$ cat config.mk
export PLATFORM = sky130hd
export DESIGN_NAME = smp_pmon
export DESIGN_NICKNAME = d
export VERILOG_FILES = /design/src/rtl/pmon_pkg.sv /design/src/rtl/pmon_fetch_cnt.sv /design/src/rtl/pmon_event_cnt.sv /design/src/rtl/pmon_window.sv /design/src/rtl/smp_pmon.sv
export SDC_FILE = /design/constraint.sdc
export NUM_CORES = 1
export LEC_CHECK = 0
export CELL_PAD_IN_SITES_DETAIL_PLACEMENT = 1
export CELL_PAD_IN_SITES_GLOBAL_PLACEMENT = 1
export CORE_AREA = 5 5 118 120
export DETAILED_ROUTE_END_ITERATION = 16
export DIE_AREA = 0 0 123 125
export PLACE_DENSITY_LB_ADDON = 0.1
export SLEW_MARGIN = 20
export SYNTH_ARGS = -nofsm -noshare
export SYNTH_HDL_FRONTEND = slang
export SYNTH_SLANG_ARGS = --single-unit
$ cat constraint.sdc
create_clock -name clk -period 3.65 [get_ports clk]
set_input_delay 0.73 -clock clk [delete_from_list [all_inputs] [get_ports clk]]
set_output_delay 0.73 -clock clk [all_outputs]
set_load 0.01 [all_outputs]
$ cat src/rtl/pmon_pkg.sv
// Shared types for the instruction-sampling performance monitor.
// Assumes the control register is one byte, laid out least significant field last.
package pmon_pkg;

    typedef struct packed {
        logic [1:0] irq_en;     // [7:6] interrupt enables, bit 6 for counter 0
        logic       c1_cycles;  // [5] counter 1 counts cycles instead of ev_in
        logic       sample;     // [4] sampling mode
        logic       proc_gate;  // [3] process counting gate
        logic       sys_gate;   // [2] system counting gate
        logic       c1_en;      // [1] counter 1 enable
        logic       c0_en;      // [0] counter 0 enable
    } pmon_ctrl_t;

    localparam int CTRL_W = $bits(pmon_ctrl_t);

endpackage

$ cat src/rtl/pmon_fetch_cnt.sv
// Counter 0: adds valid fetch slots per cycle and locates the slot that
// carries the count past its top. Assumes SLOTS < 2**NUM_W.
module pmon_fetch_cnt #(
    parameter int CNT_W  = 20,
    parameter int SLOTS  = 4,
    parameter int SLOT_W = 2,
    parameter int NUM_W  = 3
) (
    input  logic              clk,
    input  logic              rst_n,
    input  logic              count_en,
    input  logic [SLOTS-1:0]  vld,
    input  logic              wr_en,
    input  logic [CNT_W-1:0]  wr_data,
    output logic [CNT_W-1:0]  cnt,
    output logic              ovf,
    output logic [SLOT_W-1:0] ovf_slot,
    output logic [NUM_W-1:0]  post_cnt,
    output logic [NUM_W-1:0]  grp_cnt
);

    logic [CNT_W:0]     sum;
    logic [NUM_W-1:0]   need;
    logic [NUM_W-1:0]   run;
    logic [NUM_W-1:0]   post;
    logic [SLOT_W-1:0]  slot;

    // Distance to the top, kept modulo 2**NUM_W (only meaningful on overflow).
    assign need = NUM_W'(~cnt[NUM_W-1:0]) + 1'b1;

    // Walk the slots: count valid bits, mark the one that meets the distance.
    always_comb begin
        run  = '0;
        post = '0;
        slot = '0;
        for (int i = 0; i < SLOTS; i++) begin
            if (vld[i]) begin
                run = run + 1'b1;
                if (run == need)
                    slot = SLOT_W'(i);
                else if (run > need)
                    post = post + 1'b1;
            end
        end
    end

    assign sum      = {1'b0, cnt} + (CNT_W+1)'(run);
    assign ovf      = count_en & ~wr_en & sum[CNT_W];
    assign ovf_slot = slot;
    assign post_cnt = post;
    assign grp_cnt  = run;

    // Counter register: write wins, otherwise accumulate when allowed.
    always_ff @(posedge clk) begin
        if (!rst_n)
            cnt <= '0;
        else if (wr_en)
            cnt <= wr_data;
        else if (count_en)
            cnt <= sum[CNT_W-1:0];
    end

endmodule

$ cat src/rtl/pmon_event_cnt.sv
// Counter 1: single-step event counter with write priority and wrap flag.
// Assumes the caller has already qualified inc with enables and window.
module pmon_event_cnt #(
    parameter int CNT_W = 20
) (
    input  logic             clk,
    input  logic             rst_n,
    input  logic             inc,
    input  logic             wr_en,
    input  logic [CNT_W-1:0] wr_data,
    output logic [CNT_W-1:0] cnt,
    output logic             wrap
);

    assign wrap = inc & ~wr_en & (&cnt);

    // Counter register: write wins over increment.
    always_ff @(posedge clk) begin
        if (!rst_n)
            cnt <= '0;
        else if (wr_en)
            cnt <= wr_data;
        else if (inc)
            cnt <= cnt + 1'b1;
    end

endmodule

$ cat src/rtl/pmon_window.sv
// Sampling window sequencer: latches the profiled slot and tag on an accepted
// overflow, gathers the residual, opens the window WIN_LAG cycles after the
// overflow cycle and closes it on a matching completion. Assumes WIN_LAG >= 3.
module pmon_window #(
    parameter int TAG_W   = 8,
    parameter int SLOT_W  = 2,
    parameter int NUM_W   = 3,
    parameter int OVC_W   = 3,
    parameter int WIN_LAG = 5
) (
    input  logic              clk,
    input  logic              rst_n,
    input  logic              arm_req,
    input  logic [SLOT_W-1:0] ovf_slot,
    input  logic [TAG_W-1:0]  ovf_tag,
    input  logic [NUM_W-1:0]  post_cnt,
    input  logic [NUM_W-1:0]  grp_cnt,
    input  logic              count_en,
    input  logic              done_any,
    input  logic [TAG_W-1:0]  done_tag,
    output logic              win,
    output logic [SLOT_W-1:0] slot,
    output logic [TAG_W-1:0]  tag,
    output logic [OVC_W-1:0]  ovc
);

    localparam int PH_W  = $clog2(WIN_LAG);
    localparam int SUM_W = OVC_W + NUM_W;
    localparam logic [SUM_W-1:0] OVC_MAX = SUM_W'((1 << OVC_W) - 1);

    logic [PH_W-1:0]  ph;
    logic             busy;
    logic             close;
    logic [SUM_W-1:0] first_sum;
    logic [SUM_W-1:0] next_sum;

    assign busy      = (ph != '0) | win;
    assign close     = win & done_any & (done_tag == tag);
    assign first_sum = SUM_W'(post_cnt);
    assign next_sum  = SUM_W'(ovc) + SUM_W'(grp_cnt);

    // Saturating narrowing to the overcount width.
    function automatic logic [OVC_W-1:0] sat(input logic [SUM_W-1:0] v);
        return (v > OVC_MAX) ? OVC_W'(OVC_MAX) : OVC_W'(v);
    endfunction

    // Delay phase: 1 in the cycle after overflow, counts up to the window start.
    always_ff @(posedge clk) begin
        if (!rst_n)
            ph <= '0;
        else if (arm_req && !busy)
            ph <= PH_W'(1);
        else if (ph == PH_W'(WIN_LAG - 1))
            ph <= '0;
        else if (ph != '0)
            ph <= ph + 1'b1;
    end

    // Window flag: set at the end of the delay, cleared after a matching completion.
    always_ff @(posedge clk) begin
        if (!rst_n)
            win <= 1'b0;
        else if (close)
            win <= 1'b0;
        else if (ph == PH_W'(WIN_LAG - 1))
            win <= 1'b1;
    end

    // Profiled identity: captured once per accepted overflow.
    always_ff @(posedge clk) begin
        if (!rst_n) begin
            slot <= '0;
            tag  <= '0;
        end else if (arm_req && !busy) begin
            slot <= ovf_slot;
            tag  <= ovf_tag;
        end
    end

    // Residual: later slots of the overflow cycle, then the following cycle's slots.
    always_ff @(posedge clk) begin
        if (!rst_n)
            ovc <= '0;
        else if (arm_req && !busy)
            ovc <= sat(first_sum);
        else if (ph == PH_W'(1) && count_en)
            ovc <= sat(next_sum);
    end

endmodule

$ cat src/rtl/smp_pmon.sv
// Top of the instruction-sampling performance monitor: control register,
// counter gating, the two counters, the window sequencer and interrupts.
// Assumes fetch_tag names slot 0 and later slots carry consecutive tags.
module smp_pmon
    import pmon_pkg::*;
#(
    parameter int CNT_W   = 20,
    parameter int SLOTS   = 4,
    parameter int TAG_W   = 8,
    parameter int OVC_W   = 3,
    parameter int WIN_LAG = 5
) (
    input  logic                                 clk,
    input  logic                                 rst_n,
    input  logic [SLOTS-1:0]                     fetch_vld,
    input  logic [TAG_W-1:0]                     fetch_tag,
    input  logic                                 ev_in,
    input  logic [3:0]                           done_kind,
    input  logic [TAG_W-1:0]                     done_tag,
    input  logic                                 wr_en,
    input  logic [1:0]                           wr_addr,
    input  logic [CNT_W-1:0]                     wr_data,
    output logic                                 win_active,
    output logic [((SLOTS > 1) ? $clog2(SLOTS) : 1)-1:0] prof_slot,
    output logic [TAG_W-1:0]                     prof_tag,
    output logic [OVC_W-1:0]                     overcount,
    output logic [CNT_W-1:0]                     cnt0_val,
    output logic [CNT_W-1:0]                     cnt1_val,
    output logic [1:0]                           irq
);

    localparam int SLOT_W = (SLOTS > 1) ? $clog2(SLOTS) : 1;
    localparam int NUM_W  = $clog2(SLOTS + 1);

    pmon_ctrl_t        ctrl_q;
    logic              gate_any;
    logic              en0;
    logic              en1;
    logic              wr_ctrl;
    logic              wr_c0;
    logic              wr_c1;
    logic              ovf0;
    logic              wrap1;
    logic              inc1;
    logic [SLOT_W-1:0] ovf_slot;
    logic [NUM_W-1:0]  post_cnt;
    logic [NUM_W-1:0]  grp_cnt;
    logic [1:0]        irq_q;

    assign wr_ctrl  = wr_en & (wr_addr == 2'd0);
    assign wr_c0    = wr_en & (wr_addr == 2'd1);
    assign wr_c1    = wr_en & (wr_addr == 2'd2);
    assign gate_any = ctrl_q.sys_gate | ctrl_q.proc_gate;
    assign en0      = ctrl_q.c0_en & gate_any;
    assign en1      = ctrl_q.c1_en & gate_any;
    assign inc1     = en1 & (ctrl_q.c1_cycles | ev_in) & (~ctrl_q.sample | win_active);

    // Control register: loaded from the low byte on a control write.
    always_ff @(posedge clk) begin
        if (!rst_n)
            ctrl_q <= '0;
        else if (wr_ctrl)
            ctrl_q <= pmon_ctrl_t'(wr_data[CTRL_W-1:0]);
    end

    pmon_fetch_cnt #(
        .CNT_W (CNT_W),
        .SLOTS (SLOTS),
        .SLOT_W(SLOT_W),
        .NUM_W (NUM_W)
    ) u_c0 (
        .clk     (clk),
        .rst_n   (rst_n),
        .count_en(en0),
        .vld     (fetch_vld),
        .wr_en   (wr_c0),
        .wr_data (wr_data),
        .cnt     (cnt0_val),
        .ovf     (ovf0),
        .ovf_slot(ovf_slot),
        .post_cnt(post_cnt),
        .grp_cnt (grp_cnt)
    );

    pmon_event_cnt #(
        .CNT_W(CNT_W)
    ) u_c1 (
        .clk    (clk),
        .rst_n  (rst_n),
        .inc    (inc1),
        .wr_en  (wr_c1),
        .wr_data(wr_data),
        .cnt    (cnt1_val),
        .wrap   (wrap1)
    );

    pmon_window #(
        .TAG_W  (TAG_W),
        .SLOT_W (SLOT_W),
        .NUM_W  (NUM_W),
        .OVC_W  (OVC_W),
        .WIN_LAG(WIN_LAG)
    ) u_win (
        .clk     (clk),
        .rst_n   (rst_n),
        .arm_req (ovf0 & ctrl_q.sample),
        .ovf_slot(ovf_slot),
        .ovf_tag (fetch_tag + TAG_W'(ovf_slot)),
        .post_cnt(post_cnt),
        .grp_cnt (grp_cnt),
        .count_en(en0),
        .done_any(|done_kind),
        .done_tag(done_tag),
        .win     (win_active),
        .slot    (prof_slot),
        .tag     (prof_tag),
        .ovc     (overcount)
    );

    // Interrupt pulses: one cycle after an enabled counter wraps.
    always_ff @(posedge clk) begin
        if (!rst_n)
            irq_q <= '0;
        else
            irq_q <= {wrap1 & ctrl_q.irq_en[1], ovf0 & ctrl_q.irq_en[0]};
    end

    assign irq = irq_q;

endmodule

==> metrics.md <==
| Metric | Value |
|---|---|
| RR Startpoint | `u_c0.cnt[1]` |
| Switching power | `about 0.0006 W` |
| Max transition margin | `between 50% and 60%` |
| Post-route ant nets | `0` |
| Height of the die | `between 100 and 150 um` |
| Initial core utilization | `a little under a third` |
| RSZ-0062 raised after global routing | `no` |
| DRT Wirelength | `13,100 um` |
| Reg2reg path depth | `12` |
| Die X | `roughly 120 um` |
| Status | `finished clean` |
| DR vias/cell | `between 4 and 5` |
| Avg Inst Size Synth | `a little under 9 sq um` |
| Crit Path Max Fanout | `7` |
| Syn nets | `550` |
| EDFF count, synth | `0` |
| Leading register cell type out of synthesis | `dfxtp_1` |
| Num CTS Buffers | `9` |
| Slew Limit Fails | `0` |
| H-Tree Depth | `3` |
| Post-route setup slack | `~0.36 ns` |
| Crit path cell chain | `dlymetal6s2s_1 > buf_6 > ha_1 > inv_1 > mux2i_4 > buf_4 > buf_4 > buf_4 > mux2_2 > ha_1 > a21o_1 > a21oi_2 > nor3_2 > buf_4 > and3_1 > xnor2_1 > a211oi_1` |
| Detail Placement HPWL | `a little over 10,000 um` |
| Fin area | `around 6000 sq um` |
| HP Class | `flop to flop` |
| DRT Pass-1 Iters | `4` |
| Mapped Area | `4100 sq um` |
| Max VDD drop | `between 0.2 and 0.3 mV` |
| Rows | `42` |
| Slowest CP cell | `mux2_2` |
| Commonest non-fill, non-tap cell in the layout | `clkdlybuf4s50_1` |
| Global-route wire length before repair | `approximately 21,000 um` |
| Crit Path Class | `input pin to flop` |
| Antenna violations before repair | `0` |
| Tot Pwr | `0.00224 W` |
| Comb power frac | `between 20% and 30%` |
| Ys Warns | `0` |
| Top cell family by delay on the critical path | `buffers and inverters` |
| Vias in the first global route | `4,140` |
| Pre-CTS WS | `-0.513 ns` |
| Total gr overflow | `0` |
| CP arrival | `~3.5 ns` |
| Full die area | `between 15,000 and 20,000 sq um` |
| Worst Tran Pin Value | `0.654 ns` |
| Drt wl/cell | `about 17 um` |
| Post-Synthesis Cells | `474` |
| # nets final | `around 690` |
| Final non-filler cell total | `790` |
| Clock skew | `just over 0.009 ns` |
| Gr usage total | `between 10% and 20%` |
| # DRC | `0` |
| DRT iter0 DRCs | `125` |
| Largest cells by area after synthesis | `dfxtp_1 (33%), xor2_1 (7.5%), ha_1 (7.0%)` |
| Pwr per Cell Area | `372 nW/um^2` |
| Root Buffer | `clkbuf_16` |
| Commonest cells after routing, fill and taps aside | `clkdlybuf4s50_1 (102), dfxtp_1 (67), nor2_1 (65), buf_4 (36), xor2_1 (33)` |
| DR vias | `approximately 3,900` |
| Critical Path Sink Type | `flop` |
| FF+latch count, synth | `67` |
| IO Pins | `106` |
| Worst Hold End | `irq[1]` |
| WHS Path Cells | `2` |
| DP Area | `~5600 sq um` |
| Critical Path Source Type | `input pin` |
| CTS sink count | `67` |
| Pin count of the biggest net entering global routing | `42` |
| Req. time, crit path | `3.89 ns` |
| Area delta synth->final | `46.7%` |
| TritonCTS clock tree | `done` |
| Post-synth top area share | `approximately a third` |
| CTS Buffer Depth | `2` |
| Internal | `0.00162 W` |
| Placed insts | `~770` |
| Final period util | `around 90%` |
| Port Buf Inserts | `~110` |
| Register-to-register setup slack | `about 0.55 ns` |
| Crit path largest cell delay | `~0.30 ns` |
| Reg clk slew, reported paths | `around 0.060 ns` |
| Unique masters post-synth | `50` |
| Gpl congestion | `0.774` |
| Hold_sp | `ctrl_q[7]` |
| Cts hold-fix bufs | `0` |
| Share of post-route cells with drive strength above 1 | `about 13%` |
| Ant diodes | `0` |
| Async SR Flop Fraction | `0%` |
| Critical Path Start | `fetch_vld[0]` |
| Core region area | `12,900 sq um` |
| Clock share of power | `a little over two fifths` |
| Sw Ratio | `between 20% and 30%` |
| Yosys top cell by area | `dfxtp_1` |
| Clk_lat worst skew | `about 0.34 ns` |
| Leakage Power | `about 2.3 nW` |
| Min Tclk post-route | `3.29 ns` |
| Reg power frac | `a little over a third` |
| Part of the Yosys area used for sequential elements | `between 30 and 40%` |
| Final Hold Fails | `0` |
| Setup violators final | `0` |
| Max Clk Rate | `approximately 300 MHz` |
| Max_cap viols | `0` |
| Fin Setup TNS | `0 ns` |
| Buf+Inv Stages, Crit Path | `7` |
| Most common cell on crit path | `buf_4` |
| Worst r2r dst | `u_win.tag[4]` |
==> worst max-delay path by stage <==
stage,endpoint,cells past startpoint
after global placement,u_win.ovc[0],12
after floorplan,u_win.ovc[0],12
after detailed placement,u_win.ovc[0],13
final,u_c0.cnt[9],17
after global routing,u_c0.cnt[9],17
after CTS,u_win.tag[4],14
==> stage by stage <==
step / hold WS, ns / utilization (%)
floorplan: 0.414 / -
global placement: 0.457 / 43.2
detailed placement: 0.459 / 43.2
CTS: 0.470 / 46.1
global route: 0.497 / 46.7
finish: 0.468 / 46.7
==> tightest hold or removal path, stage by stage, from the launching register on <==
cell and delay, ns:
dfxtp_1 0.31, nand4_1 0.07, nor3_1 0.04
==> synth_stat cells (all sizes together), types with 2 or more instances <==
cell     n
a211o    2
a211oi  30
a21o     3
a21oi   19
a311oi   2
and2     6
and3    18
and4     4
buf      5
clkbuf  14
dfxtp   67
fa       3
ha      23
inv     16
mux2i   22
nand2   23
nand2b   4
nand3   17
nand3b   2
nand4   15
nor2    65
nor2b    2
nor3     9
nor3b    2
nor4     4
o211ai   3
o21ai   15
or2      2
xnor2   28
xor2    35
==> timing repair <==
action | 4_1_cts | 5_1_grt
hold endpoints to repair | 0 | 0
setup buffers | 1 | 1
endpoints found under the setup margin | 15 | 28
pin swaps | 2 | 1
gates cloned | 0 | 0
gates resized for setup | 14 | 11
==> flip-flops by register name, summed over array words and instances, names as in the netlist <==
| signal | flops |
|---|---|
| u_c0.cnt | 20 |
| u_c1.cnt | 20 |
| u_win.win | 1 |
| ctrl_q | 8 |
| u_win.ovc | 3 |
| irq | 2 |
| u_win.slot | 2 |
| u_win.ph | 3 |
| u_win.tag | 8 |
==> power groups by stage <==
stage	registers [W]	clock network, W	logic [W]
floorplan	0.000816	0	0.000237
global placement	0.000812	0	0.000454
detailed placement	0.000814	0	0.000472
CTS	0.000798	0.000970	0.000485
global route	0.000803	0.000999	0.000551
finish	0.000798	0.000947	0.000495
==> routing by layer <==
layer  wire length, um  global-route usage (%)  vias to the layer above
met1              6490                    24.3                     1879
met2              6000                    27.4                       66
met4               122                    3.78                        0
met5                 0                       0                        -
li1                  -                       -                     1957
met3               485                    3.93                       10
==> layout make-up <==
cell class | count | area [sq um]
Clock buffer | 10 | 229
Clock inverter | 6 | 87.6
Fill cell | 1495 | 6860
Inverter | 16 | 60.1
Multi-Input combinational cell | 372 | 2720
Sequential cell | 67 | 1340
Tap cell | 176 | 220
Timing Repair Buffer | 143 | 1350
==> cell families (layout without fill, tap and decap cells) <==
kind of cell	Yosys count	after routing	share of synthesized area [%]
and+or+nand+nor	176	176	21.9
DFF	67	67	32.7
AOI/OAI and AO/OA	82	82	13.5
adders and majority gates	27	27	8.73
muxes	23	23	5.65
buffers and inverters	35	175	3.39
xor gates and xnor gates	64	64	14.2
(Power assumes the default switching activity.)
